===== src/rtl/loop_state_classifier.sv =====
module loop_state_classifier #(
  parameter int ADC_W  = 12,
  parameter int CONF_W = 8,
  parameter int CNT_W  = 16,
  parameter int TS_W   = 32,
  parameter int CH_W   = 4,
  parameter int CH_ID  = 0
) (
  input  logic              clk,
  input  logic              rst_n,
  input  logic              smp_valid,
  input  logic [ADC_W-1:0]  smp_code,
  input  logic [TS_W-1:0]   now_ts,
  input  logic [ADC_W-1:0]  rail_lo,
  input  logic [ADC_W-1:0]  rail_hi,
  input  logic [ADC_W-1:0]  thr_st,
  input  logic [ADC_W-1:0]  thr_tn,
  input  logic [ADC_W-1:0]  thr_no,
  input  logic [ADC_W-1:0]  guard_w,
  input  logic [CONF_W-1:0] n_latch,
  input  logic [CONF_W-1:0] m_clear,
  input  logic [ADC_W-1:0]  margin_warn,
  output logic [2:0]        state,
  output logic              evt_valid,
  output logic [CH_W+5:0]   evt_code,
  output logic [TS_W-1:0]   cross_ts,
  output logic [TS_W-1:0]   latch_ts,
  output logic [CNT_W-1:0]  fault_cnt,
  output logic [CNT_W-1:0]  tif_cnt,
  output logic [CNT_W-1:0]  hop_cnt,
  output logic [ADC_W-1:0]  min_margin,
  output logic              trouble
);

  localparam logic [2:0] S_NORM  = 3'd0;
  localparam logic [2:0] S_OPEN  = 3'd1;
  localparam logic [2:0] S_SHORT = 3'd2;
  localparam logic [2:0] S_TAMP  = 3'd3;
  localparam logic [2:0] S_SUPF  = 3'd4;
  localparam logic [2:0] B_GUARD = 3'd7;
  localparam logic [CH_W-1:0]   CH_TAG   = CH_W'(CH_ID);
  localparam logic [CNT_W-1:0]  CNT_ONE  = CNT_W'(1);
  localparam logic [CONF_W-1:0] CONF_ONE = CONF_W'(1);

  logic [ADC_W-1:0]  d_st, d_tn, d_no, d_lo, near;
  logic              in_rail, in_guard;
  logic [2:0]        raw_bin, bin, run_bin, prev_bin, nxt_state;
  logic [CONF_W-1:0] run_len, next_len;
  logic              run_hit, fault_bin, go_fault, go_clear, do_change;

  assign d_st = (smp_code >= thr_st) ? smp_code - thr_st : thr_st - smp_code;
  assign d_tn = (smp_code >= thr_tn) ? smp_code - thr_tn : thr_tn - smp_code;
  assign d_no = (smp_code >= thr_no) ? smp_code - thr_no : thr_no - smp_code;
  assign d_lo = (d_st < d_tn) ? d_st : d_tn;
  assign near = (d_lo < d_no) ? d_lo : d_no;

  assign in_rail  = (smp_code <= rail_lo) || (smp_code >= rail_hi);
  assign in_guard = !in_rail && (near < guard_w);

  assign raw_bin = (smp_code < thr_st) ? S_SHORT :
                   (smp_code < thr_tn) ? S_TAMP  :
                   (smp_code < thr_no) ? S_NORM  : S_OPEN;
  assign bin = in_rail ? S_SUPF : (in_guard ? B_GUARD : raw_bin);

  assign run_hit  = (bin == run_bin) && (bin != B_GUARD);
  assign next_len = (bin == B_GUARD) ? '0 :
                    run_hit ? ((&run_len) ? run_len : run_len + CONF_ONE) : CONF_ONE;

  assign fault_bin = (bin != S_NORM) && (bin != B_GUARD);
  assign go_fault  = fault_bin && (bin != state) && (next_len >= n_latch);
  assign go_clear  = (state != S_NORM) && (bin == S_NORM) && (next_len >= m_clear);
  assign nxt_state = go_fault ? bin : (go_clear ? S_NORM : state);
  assign do_change = smp_valid && (go_fault || go_clear);

  assign trouble = (min_margin < margin_warn);

  always_ff @(posedge clk) begin
    if (!rst_n) begin
      state      <= S_NORM;
      evt_valid  <= 1'b0;
      evt_code   <= '0;
      cross_ts   <= '0;
      latch_ts   <= '0;
      fault_cnt  <= '0;
      tif_cnt    <= '0;
      hop_cnt    <= '0;
      min_margin <= '1;
      run_bin    <= S_NORM;
      run_len    <= '0;
      prev_bin   <= S_NORM;
    end else begin
      evt_valid <= do_change;
      if (do_change) begin
        state    <= nxt_state;
        evt_code <= {CH_TAG, state, nxt_state};
      end
      if (state != S_NORM && !(&tif_cnt))
        tif_cnt <= tif_cnt + CNT_ONE;
      if (smp_valid) begin
        run_bin  <= bin;
        run_len  <= next_len;
        prev_bin <= bin;
        if (bin != prev_bin && !(&hop_cnt))
          hop_cnt <= hop_cnt + CNT_ONE;
        if (!in_rail && near < min_margin)
          min_margin <= near;
        if (state == S_NORM && prev_bin == S_NORM && bin != S_NORM)
          cross_ts <= now_ts;
        if (go_fault) begin
          latch_ts <= now_ts;
          if (!(&fault_cnt))
            fault_cnt <= fault_cnt + CNT_ONE;
        end
      end
    end
  end

endmodule


===== config.mk =====
export PLATFORM = sky130hd
export DESIGN_NAME = loop_state_classifier
export DESIGN_NICKNAME = d
export VERILOG_FILES = /design/src/rtl/loop_state_classifier.sv
export SDC_FILE = /design/constraint.sdc
export NUM_CORES = 1
export LEC_CHECK = 0
export BUFFER_PORTS_ARGS = -buffer_cell sky130_fd_sc_hd__buf_2
export CORE_MARGIN = 2
export CORE_UTILIZATION = 40
export CTS_CLUSTER_SIZE = 16
export DETAILED_ROUTE_END_ITERATION = 8
export PLACE_DENSITY_LB_ADDON = 0.08
export SETUP_SLACK_MARGIN = 0.05
export SKIP_CTS_REPAIR_TIMING = 1
export SLEW_MARGIN = 20
export SYNTH_ARGS = -nofsm -noshare
export SYNTH_HDL_FRONTEND = slang
export SYNTH_SLANG_ARGS = --single-unit

===== constraint.sdc =====
create_clock -name clk -period 15.5 [get_ports clk]
set_clock_uncertainty 0.15 [all_clocks]
set_input_delay 3.1 -clock clk [delete_from_list [all_inputs] [get_ports clk]]
set_output_delay 3.1 -clock clk [all_outputs]
set_load 0.01 [all_outputs]

# Word level (Yosys, flattened, before mapping)
# Cells that the tools add are included.
dict set report totals {
  ff_bits 145
  inputBits 147
  wordCells 89
}
dict set report classes {
  n_addsub 10
  n_lt_le_gt_ge 15
  eq_ne 5
  n_mux 15
  bitwise_logic 1
  reduce_logical 32
}
# cell count
set op_table {}
lappend op_table {{12-bit < comparator} 8}
lappend op_table {{12-bit subtractor} 6}
lappend op_table {{12-bit two-way mux} 5}
lappend op_table {{16-bit by 1-bit adder with 16-bit output (second input constant)} 3}
lappend op_table {{12-bit >= comparator} 4}
lappend op_table {{16-bit AND reduction} 3}
lappend op_table {{8-bit two-way mux} 3}
lappend op_table {{8-bit >= comparator} 2}
lappend op_table {{1-bit logical AND} 13}
lappend op_table {{12-bit less-or-equal comparator} 1}
lappend op_table {{3-bit two-way mux} 4}
lappend op_table {{3-bit logical NOT} 3}
lappend op_table {{8-bit by 1-bit adder with 8-bit output (second input constant)} 1}
lappend op_table {{2-bit AND reduction} 4}
lappend op_table {{8-bit AND reduction} 1}
lappend op_table {{3-bit != test} 2}
lappend op_table {{3-bit nonzero test} 2}
lappend op_table {{2-bit two-way mux} 2}
lappend op_table {{3-bit equality test} 1}
lappend op_table {{3-bit equality test (second input constant)} 1}
lappend op_table {{1-bit logical NOT} 3}
lappend op_table {{3-bit != test (second input constant)} 1}
lappend op_table {{3-bit AND reduction} 1}
lappend op_table {{1-bit logical OR} 2}
lappend op_table {{other kinds (2)} 2}

# Longest topological paths before layout
# Gate-level depths: netlist (run 1).
dict set report depth {
  depth_word 18
  ltp_mapped 56
  ltp_nobuf 50
}

# Worst setup path after synthesis (run 1)
# Ideal clock, no wire load.
dict set report synth_path {
  kind {in2reg}
  start {input port smp_code[0]}
  end {register evt_code[3]}
  setup_ns 0.072
  t_arrival_ns 13.547
  required_ns 15.278
  slack_ns 1.731
  cell_stages 53
  path_buffers 4
  path_cell_list {inv_1 ha_1 inv_1 fa_1 a21o_1 a221oi_1 o21ai_0 a21oi_1 buf_2 mux2_2 a22oi_1 nand3_1 xor2_1 inv_1 ha_1 nand4_1 or3_1 o32ai_2 [17 not listed] nor2_1 o31ai_2 xor2_1 o21ai_4 o21ai_0 ha_1 nand2b_1 a21o_1 a21o_1 a21o_1 a21o_1 a21oi_1 o21ai_0 and3_1 nand3_1 and2_1 clkbuf_1 mux2i_1}
}
dict set report synth_between {
  elab_chain_len 18
  word_cells_on_any_way 48
  cone_classes {add/sub: 6; order compare: 13; eq/ne: 4; mux: 12; reduce/logical: 13}
}
# item line
set synth_lines {}
lappend synth_lines {{from (decl)} 12} ;# input logic [ADC_W-1:0] smp_code,
lappend synth_lines {{12-bit subtractor, or another cell as far along} 51} ;# assign d_st = (smp_code >= thr_st) ? smp_code - thr_st : thr_st - smp_code;
lappend synth_lines {{12-bit two-way mux (on tied branches)} {51, 52}}
lappend synth_lines {{12-bit < comparator} 54} ;# assign d_lo = (d_st < d_tn) ? d_st : d_tn;
lappend synth_lines {{12-bit two-way mux} 54}
lappend synth_lines {{12-bit < comparator} 55} ;# assign near = (d_lo < d_no) ? d_lo : d_no;
lappend synth_lines {{12-bit two-way mux *} 55}
lappend synth_lines {{net near[5]} 45} ;# logic [ADC_W-1:0] d_st, d_tn, d_no, d_lo, near;
lappend synth_lines {{12-bit < comparator *} 58} ;# assign in_guard = !in_rail && (near < guard_w);
lappend synth_lines {{[3 not listed]} n/a}
lappend synth_lines {{3-bit equality test or 3-bit != test (tied branches)} {65, 69}}
lappend synth_lines {{1-bit logical AND} 65} ;# assign run_hit = (bin == run_bin) && (bin != B_GUARD);
lappend synth_lines {{8-bit two-way mux} 67} ;# run_hit ? ((&run_len) ? run_len : run_len + CONF_ONE) : CONF_ONE;
lappend synth_lines {{8-bit two-way mux} 66} ;# assign next_len = (bin == B_GUARD) ? '0 :
lappend synth_lines {{8-bit >= comparator (on tied branches)} {70, 71}}
lappend synth_lines {{1-bit logical AND (on tied branches)} {70, 71}}
lappend synth_lines {{1-bit logical OR *} 73} ;# assign do_change = smp_valid && (go_fault || go_clear);
lappend synth_lines {{1-bit logical AND *} 73}
lappend synth_lines {{to (signal assigned)} 95} ;# evt_code <= {CH_TAG, state, nxt_state};
lappend synth_lines {{to (decl)} 25} ;# output logic [CH_W+5:0] evt_code,
# Mark *: on every way through the listed nets, which the timed path passes. The rest lies on a longest branch.
# A chain may end at the register's enable or synchronous reset.

# Final worst setup path (run 1)
# Ends and elaborated chain as after synthesis.

==> results of run 1 <==
cell usage in the layout, fill, tap and decap left out, drive strengths merged, types with 17 or more instances in the layout:
cell,count
xnor2,35
nand3,37
nand2,84
a21oi,98
ha,168
dfxtp,142
mux2i,105
a21o,43
o21ai,70
clkbuf,17
buf,291
nor3,21
and3,20
inv,166
nor2,144
xor2,26
nand4,35
per-layer routing:
layer / vias to the layer above / share of wire, %
met5: - / 0.074
met4: 4 / 1.4
met3: 38 / 5.9
met2: 282 / 47
met1: 5088 / 46
li1: 5608 / -
critical path: cells and delay by family:
| family | cells | cell delay, ps |
|---|---|---|
| buffers and inverters | 6 | 940 |
| adders and majority gates | 6 | 1810 |
| xor gates and xnor gates | 2 | 550 |
| AOI/OAI and AO/OA | 18 | 4200 |
| and+or+nand+nor | 16 | 3020 |
| muxes | 3 | 910 |
power breakdown:
| part | switching, uW | internal, uW |
|---|---|---|
| registers | 13.1 | 381 |
| logic | 416 | 284 |
| clock network | 215 | 221 |
sequential cells by signal, summed over array words and instances (netlist names):
signal	count
cross_ts	32
evt_code	4
evt_valid	1
fault_cnt	16
hop_cnt	16
latch_ts	32
min_margin	12
prev_bin	3
run_len	8
state	2
tif_cnt	16
final cells by class:
class / count / area [sq um] / area share [%]
sequential: 142 / 2840 / 20.1
timing repair buffer: 291 / 1490 / 10.6
multi-input combinational: 1099 / 8090 / 57.2
inverter: 160 / 602 / 4.26
clock inverter: 15 / 189 / 1.34
antenna: 4 / 10.0 / 0.0708
clock buffer: 17 / 425 / 3.01
tap: 384 / 480 / 3.40
logic make-up after synthesis:
logic type               share of synthesized area (%)
AND/OR/NAND/NOR                                   17.6
AO/OA/AOI/OAI                                     17.5
buffers and inverters                             7.43
adder cells (fa/ha/maj)                           18.9
flip-flops                                        24.1
multiplexers                                      9.88
XOR/XNOR                                          4.54
other                                           0.0319
path summary, 6_finish.rpt:
| kind | slack [ps] | cells past startpoint | to |
|---|---|---|---|
| max reg2reg | 11400 | 19 | evt_code[3] |
| max | 1160 | 51 | evt_code[3] |
| min reg2reg | 320 | 2 | evt_code[5] |
| min | 320 | 2 | evt_code[5] |
metrics by stage:
stage          instances  hold slack [ps]  setup TNS [ps]  worst slack (ps)
3_3_place_gp        2076              297               0               313
2_1_floorplan       1461              313               0              1730
6_report            2112              316               0              1160
3_5_place_dp        2076              306            -202             -75.7
4_1_cts             2108              321               0               354
5_1_grt             2109              359               0              74.4
==> impl_summary.log, run 1 <==
[metrics] detailed-route wire length: 36300 microns
[metrics] total of flip-flops plus latches after synthesis: 142
[metrics] crit path time final: 14340 ps
[metrics] worst slew margin relative to its limit: 28.5%
[metrics] routed length per placed instance: 17.2 microns
[metrics] setup violators final: 0
[metrics] area of the die: 30800 sq um
[metrics] cell count after synthesis: 1458
[metrics] Finished Core Util: 49.0%
[metrics] area fraction of the dominant cell type after synthesis: 24.1%
[metrics] syn_area_per_cell: 8.08 sq um
[metrics] count of cell types in the netlist: 71
[metrics] final weighted congestion in routability-driven placement: 0.904
[metrics] fraction of the yosys area taken by sequential cells: 24.1%
[metrics] Final Hold Violating Endpoints: 0
[metrics] Worst setup SP type: input pin
[metrics] upper clock frequency limit: 69.7 MHz
[metrics] met1 routing resource usage after global routing: 29.9%
[metrics] total via count after detailed routing: 11000
[metrics] iteration-0 DRC count of the detailed router: 576
[metrics] type of element capturing the critical path: flop
[metrics] worst-margin pin slew: 1070 ps
[metrics] pin count of the biggest net entering global routing: 101
[metrics] global-route wire length before repair: 57100 microns
[metrics] first-pass iteration count of the detailed router: 5
[metrics] Layout Nets: 2032
[metrics] starting density of the core: 40.8%
[metrics] largest incremental delay on the critical path: 480 ps
[metrics] power per cell area: 108 nW/um^2
[metrics] worst-path cell with the longest stage delay: o31ai_2
[metrics] DP Area: 13500 sq um
[metrics] fraction of met3 tracks used by global routing: 5.89%
[metrics] cts bufs inserted: 17
[metrics] clock tree from TritonCTS: yes
[metrics] layer with the highest usage after global routing: met2
[metrics] GR Util All Layers: 23.2%
[metrics] Vias/cell: 5.22
[metrics] Die Wd: 176 microns
[metrics] initial antenna violation count: 7
[metrics] count of maximum capacitance violations: 0
[metrics] Hold Crit Start: evt_code[5]
[metrics] source of the critical timing path: smp_code[0]
[metrics] portion of the clock cycle consumed by the worst path in the final layout: 92.5%
[metrics] result of the run: finished clean
[metrics] Num Clock Sinks: 142
[metrics] register clock-pin slew on the reported worst setup and hold paths: 70 ps
[metrics] vias in the first global route: 10600
[metrics] global routing usage on met2: 39.3%
[metrics] # port buffers: 281
[metrics] proportion of register bits with asynchronous set or reset after synthesis: 0%
[metrics] post-synth top area cell: dfxtp_1
[metrics] commonest cells in the synthesized netlist: 168 x ha_1, 159 x inv_1, 142 x dfxtp_1, 142 x nor2_1, 105 x mux2i_1
[metrics] maximum clock insertion buffer count: 2
[metrics] Die Height: 176 microns
[metrics] Post-route DRC: 0
[metrics] most instantiated library cell after synthesis: ha_1
[metrics] unrepaired setup endpoints after global routing: no
[metrics] Pins Over Slew Limit: 0
[metrics] type of the setup path with the least slack: input pin to flop
[metrics] EDFF count, synth: 0
[metrics] Crit path required time: 15700 ps
[metrics] clock insertion delay at the later pin of the skew report: 430 ps
[metrics] post-detailed-route count of antenna-violating nets: 0
[metrics] top cells by area, synth: dfxtp_1 24%, ha_1 18%, mux2i_1 8.9%
[metrics] critical path data arrival time: 14540 ps
[metrics] prevailing post-synth register cell: dfxtp_1
[metrics] fraction of final layout cells sized beyond drive strength 1: 20.8%
[metrics] number of rows created at floorplan: 62
[metrics] launch instance of the worst register-to-register path: run_len[0]
[metrics] summed area of non-filler cells in the final layout: 14100 sq um
[metrics] buffer type at the clock tree root: clkbuf_16
[metrics] Yosys warning count: 0
[metrics] total I/O pin count: 286
[metrics] filler instances: 2945
[metrics] static power due to leakage: 0.00757 uW
[metrics] gr ovfl total: 0
[metrics] HP Class: flop to flop
[metrics] largest voltage drop on the vdd net: 0.0662 mV
[metrics] Total Power Consumption: 1530 uW
[metrics] Max Fanout on Critical Path: 37
[metrics] area growth from synthesis to final layout: 20.1%
[metrics] core footprint: 28900 sq um
[metrics] HPWL after detailed placement: 28700 microns
[metrics] combined area of all synthesized cells: 11800 sq um
[metrics] CTS H-Tree Depth: 4
No activity file was read; power rests on OpenSTA's default activity.
==> run 2: changes to the inputs <==
Settings changed: CORE_MARGIN 2 to 4.
==> impl_summary.log, run 2 (synthesis results as in run 1) <==
[metrics] Num Clock Sinks: 142
[metrics] global-route wire length before repair: 58300 microns
[metrics] DP Area: 13500 sq um
[metrics] worst-path cell with the longest stage delay: or3_1
[metrics] setup_tns: 0 ps
[metrics] number of rows created at floorplan: 62
[metrics] WL met2: 17300 microns
[metrics] fraction of final layout cells sized beyond drive strength 1: 21.0%
[metrics] worst-margin pin slew: 1090 ps
[metrics] clock insertion delay at the later pin of the skew report: 420 ps
[metrics] final weighted congestion in routability-driven placement: 0.929
[metrics] post-detailed-route count of antenna-violating nets: 0
[metrics] Crit path required time: 15620 ps
[metrics] logic gate share of total power: 46.1%
[metrics] crit path time final: 14290 ps
[metrics] maximum clock insertion buffer count: 2
[metrics] total internal power: 892 uW
[metrics] register clock-pin slew on the reported worst setup and hold paths: 70 ps
[metrics] highest metal used: met5
[metrics] starting density of the core: 40.8%
[metrics] routed wl met3: 2280 microns
[metrics] Max Fanout on Critical Path: 16
[metrics] Vias/cell: 5.25
[metrics] Post-route DRC: 0
[metrics] Die Height: 180 microns
[metrics] relative contribution of the clock network to total power: 28.1%
[metrics] iteration-0 DRC count of the detailed router: 513
[metrics] Worst setup SP type: input pin
[metrics] highest-count cells in the layout ignoring fill and taps: 281 x buf_2, 168 x ha_1, 159 x inv_1
[metrics] initial antenna violation count: 5
[metrics] largest voltage drop on the vdd net: 0.0692 mV
[metrics] core footprint: 28900 sq um
[metrics] total I/O pin count: 286
[metrics] critical path data arrival time: 14410 ps
[metrics] type of element capturing the critical path: flop
[metrics] portion of total power attributed to sequential cells: 25.8%
[metrics] switching power: 637 uW
[metrics] portion of the clock cycle consumed by the worst path in the final layout: 92.2%
[metrics] pin count of the biggest net entering global routing: 103
[metrics] vias in the first global route: 11100
[metrics] Die Wd: 180 microns
[metrics] result of the run: finished clean
[metrics] Pins Over Slew Limit: 0
[metrics] most common cell after layout, fill and taps aside: buf_2
[metrics] unrepaired setup endpoints after global routing: no
[metrics] detailed-route wire length: 36200 microns
[metrics] largest incremental delay on the critical path: 410 ps
[metrics] Layout Nets: 2040
[metrics] area growth from synthesis to final layout: 20.4%
[metrics] clock tree from TritonCTS: yes
[metrics] Net Sw Frac: 41.7%
[metrics] buffer type at the clock tree root: clkbuf_16
[metrics] worst slew margin relative to its limit: 27.3%
[metrics] GR Util All Layers: 21.7%
[metrics] summed area of non-filler cells in the final layout: 14200 sq um
[metrics] area of the die: 32200 sq um
[metrics] first-pass iteration count of the detailed router: 5
[metrics] upper clock frequency limit: 70.0 MHz
[metrics] HP Class: flop to flop
[metrics] power per cell area: 108 nW/um^2
[metrics] most common cell type on the critical path: ha_1
[metrics] static power due to leakage: 0.00760 uW
[metrics] # port buffers: 281
[metrics] cts bufs inserted: 17
[metrics] CTS H-Tree Depth: 4
[metrics] type of the setup path with the least slack: input pin to flop
[metrics] setup violators final: 0
[metrics] HPWL after detailed placement: 28800 microns
[metrics] routed length per placed instance: 17.1 microns
[metrics] total via count after detailed routing: 11100
[metrics] gr ovfl total: 0
[metrics] Final Hold Violating Endpoints: 0
[metrics] total routed wire length on the met1 layer: 16100 microns
[metrics] biggest regs: cross_ts (32), latch_ts (32)
[metrics] count of maximum capacitance violations: 0
==> run 2: cell types whose count changed in the layout (fill, tap and decap cells not counted), sizes merged <==
cell / change
inv: +1
buf: +7
or2: +1
diode: -3
clkinv: -1
==> run 2: worst paths after layout <==
kind / startpoint / end / slack [ps] / cells after the start
min: evt_code[4] / evt_code[4] / 320 / 2
max: smp_code[0] / latch_ts[24] / 1210 / 50
min reg2reg: evt_code[4] / evt_code[4] / 320 / 2
max reg2reg: run_len[1] / latch_ts[24] / 11360 / 19
==> run 2: stage by stage <==
step | hold slack, ps | setup WS (ps) | std cells | util (%) | total power, uW
floorplan | 313 | 1730 | 1461 | - | 906
global placement | 297 | 492 | 2083 | 46.9 | 1100
detailed placement | 312 | 131 | 2083 | 46.9 | 1100
CTS | 325 | 548 | 2115 | 49.0 | 1540
global route | 343 | 217 | 2117 | 49.1 | 1660
finish | 317 | 1210 | 2117 | 49.1 | 1530
==> run 2: cell type report <==
type,count,area [sq um]
Antenna cell,1,2.50
Clock buffer,17,425
Clock inverter,15,186
Fill cell,2942,14700
Inverter,160,602
Multi-Input combinational cell,1100,8100
Sequential cell,142,2840
Tap cell,384,480
Timing Repair Buffer,298,1530
==> run 2: metal layers <==
layer | GRT usage, % | vias up
met5 | 0 | -
met2 | 37.7 | 300
met3 | 5.74 | 43
met4 | 4.36 | 8
met1 | 27.4 | 5154
li1 | - | 5617
==> run 2: critical path: cells and delay by family <==
kind	cells	cell delay, ps
xor+xnor	2	500
mux	3	930
buf+inv	6	880
compound gates	18	4190
simple gates	15	3040
fa+ha+maj	6	1710
==> run 2: power groups by stage <==
stage                     clock network (uW)  logic, uW  registers [uW]
final                                    430        705             394
after global routing                     459        803             397
after global placement                     0        693             403
after CTS                                443        700             395
after floorplan                            0        499             407
after detailed placement                   0        694             403
==> run 3: changes to the inputs <==
Settings changed: REMOVE_ABC_BUFFERS set to 1, TNS_END_PERCENT set to 30.
==> impl_summary.log, run 3 (synthesis results as in run 1) <==
[metrics] Die Height: 180 microns
[metrics] type of element capturing the critical path: flop
[metrics] vias in the first global route: 10900
[metrics] Total Power Consumption: 1510 uW
[metrics] iteration-0 DRC count of the detailed router: 660
[metrics] HP Class: flop to flop
[metrics] core footprint: 28900 sq um
[metrics] worst-margin pin slew: 899 ps
[metrics] maximum clock insertion buffer count: 2
[metrics] critical path data arrival time: 14680 ps
[metrics] starting density of the core: 40.8%
[metrics] portion of the clock cycle consumed by the worst path in the final layout: 93.5%
[metrics] Pins Over Slew Limit: 0
[metrics] Post-route DRC: 0
[metrics] final weighted congestion in routability-driven placement: 0.926
[metrics] HPWL after detailed placement: 29200 microns
[metrics] detailed-route wire length: 36500 microns
[metrics] Layout Nets: 2032
[metrics] pin count of the biggest net entering global routing: 86
[metrics] initial antenna violation count: 3
[metrics] number of rows created at floorplan: 62
[metrics] GR Util All Layers: 21.9%
[metrics] unrepaired setup endpoints after global routing: no
[metrics] register clock-pin slew on the reported worst setup and hold paths: 70 ps
[metrics] clock insertion delay at the later pin of the skew report: 420 ps
[metrics] highest-count cells in the layout ignoring fill and taps: 281 x buf_2, 168 x ha_1, 159 x inv_1
[metrics] type of the setup path with the least slack: input pin to flop
[metrics] worst slew margin relative to its limit: 40.1%
[metrics] power per cell area: 107 nW/um^2
[metrics] result of the run: finished clean
[metrics] setup violators final: 0
[metrics] gr ovfl total: 0
[metrics] number of antenna cells inserted: 0
[metrics] crit path time final: 14490 ps
[metrics] total via count after detailed routing: 11100
[metrics] first-pass iteration count of the detailed router: 5
[metrics] global-route wire length before repair: 58600 microns
[metrics] setup_tns: 0 ps
[metrics] Worst setup SP type: input pin
[metrics] most common cell after layout, fill and taps aside: buf_2
[metrics] number of cells after detailed placement: 2076
[metrics] Die Wd: 180 microns
[metrics] routed length per placed instance: 17.3 microns
[metrics] post-detailed-route count of antenna-violating nets: 0
[metrics] # port buffers: 281
[metrics] largest voltage drop on the vdd net: 0.0671 mV
[metrics] Num Clock Sinks: 142
[metrics] buffer type at the clock tree root: clkbuf_16
[metrics] area of the die: 32200 sq um
[metrics] Crit path required time: 15690 ps
[metrics] number of non-filler instances in the completed layout: 2108
[metrics] count of maximum capacitance violations: 0
[metrics] fraction of final layout cells sized beyond drive strength 1: 20.6%
[metrics] CTS H-Tree Depth: 4
[metrics] total I/O pin count: 286
[metrics] area growth from synthesis to final layout: 19.6%
[metrics] biggest regs: cross_ts (32), latch_ts (32)
[metrics] static power due to leakage: 0.00756 uW
[metrics] worst-path cell with the longest stage delay: a2111oi_2
[metrics] cts bufs inserted: 17
[metrics] largest incremental delay on the critical path: 430 ps
[metrics] Max Fanout on Critical Path: 36
[metrics] Vias/cell: 5.25
[metrics] Final Hold Violating Endpoints: 0
[metrics] clock tree from TritonCTS: yes
[metrics] upper clock frequency limit: 69.0 MHz
run 3: cell count changes in the layout (fill, tap and decap cells not counted), sizes merged:
cell / before / now
buf: 298 / 291
clkbuf: 17 / 18
clkinv: 8 / 5
diode: 1 / 0
inv: 167 / 169
or2: 9 / 8
run 3: final timing paths:
kind | start | to | slack, ps | cells past startpoint
max reg2reg | run_len[0] | evt_code[4] | 11390 | 18
max | smp_code[0] | fault_cnt[6] | 1010 | 51
min reg2reg | evt_code[4] | evt_code[4] | 320 | 2
min | evt_code[4] | evt_code[4] | 320 | 2
run 3: worst max-delay path: cells and delay by family:
kind	cells	cell delay [ps]
buffers and inverters	6	870
xor gates and xnor gates	1	190
and+or+nand+nor	17	3620
AOI/OAI and AO/OA	19	4290
adders and majority gates	6	1840
muxes	2	720
run 3: cell type report:
type | instances | area, sq um
Fill cell | 2929 | 14800
Timing Repair Buffer | 291 | 1490
Clock buffer | 18 | 429
Sequential cell | 142 | 2840
Multi-Input combinational cell | 1099 | 8090
Clock inverter | 14 | 143
Tap cell | 384 | 480
Inverter | 160 | 602
run 3: metrics by stage:
stage | area [sq um] | hold slack [ps] | util (%) | worst slack, ps
final | 14100 | 324 | 48.8 | 1010
after global routing | 14100 | 357 | 48.8 | 89.3
after CTS | 14100 | 322 | 48.7 | 686
after detailed placement | 13500 | 310 | 46.7 | 250
after global placement | 13500 | 294 | 46.7 | 615
after floorplan | 11500 | 313 | - | 716
run 3: where the power goes:
| group | switching, uW | leakage, uW | total [uW] | internal [uW] |
|---|---|---|---|---|
| sequential | 13.1 | 0.00115 | 395 | 381 |
| clock | 193 | 0.000283 | 408 | 215 |
| combinational | 418 | 0.00613 | 705 | 286 |
run 3: routing by layer:
layer  up-vias  wire, microns  part of all wire [%]  GRT usage [%]
met5         -             44                  0.12              0
met4         6            620                   1.7           5.24
met1      5118          16200                    44           28.2
li1       5607              -                     -              -
met3        42           2200                   6.0           4.81
met2       301          17500                    48           37.6
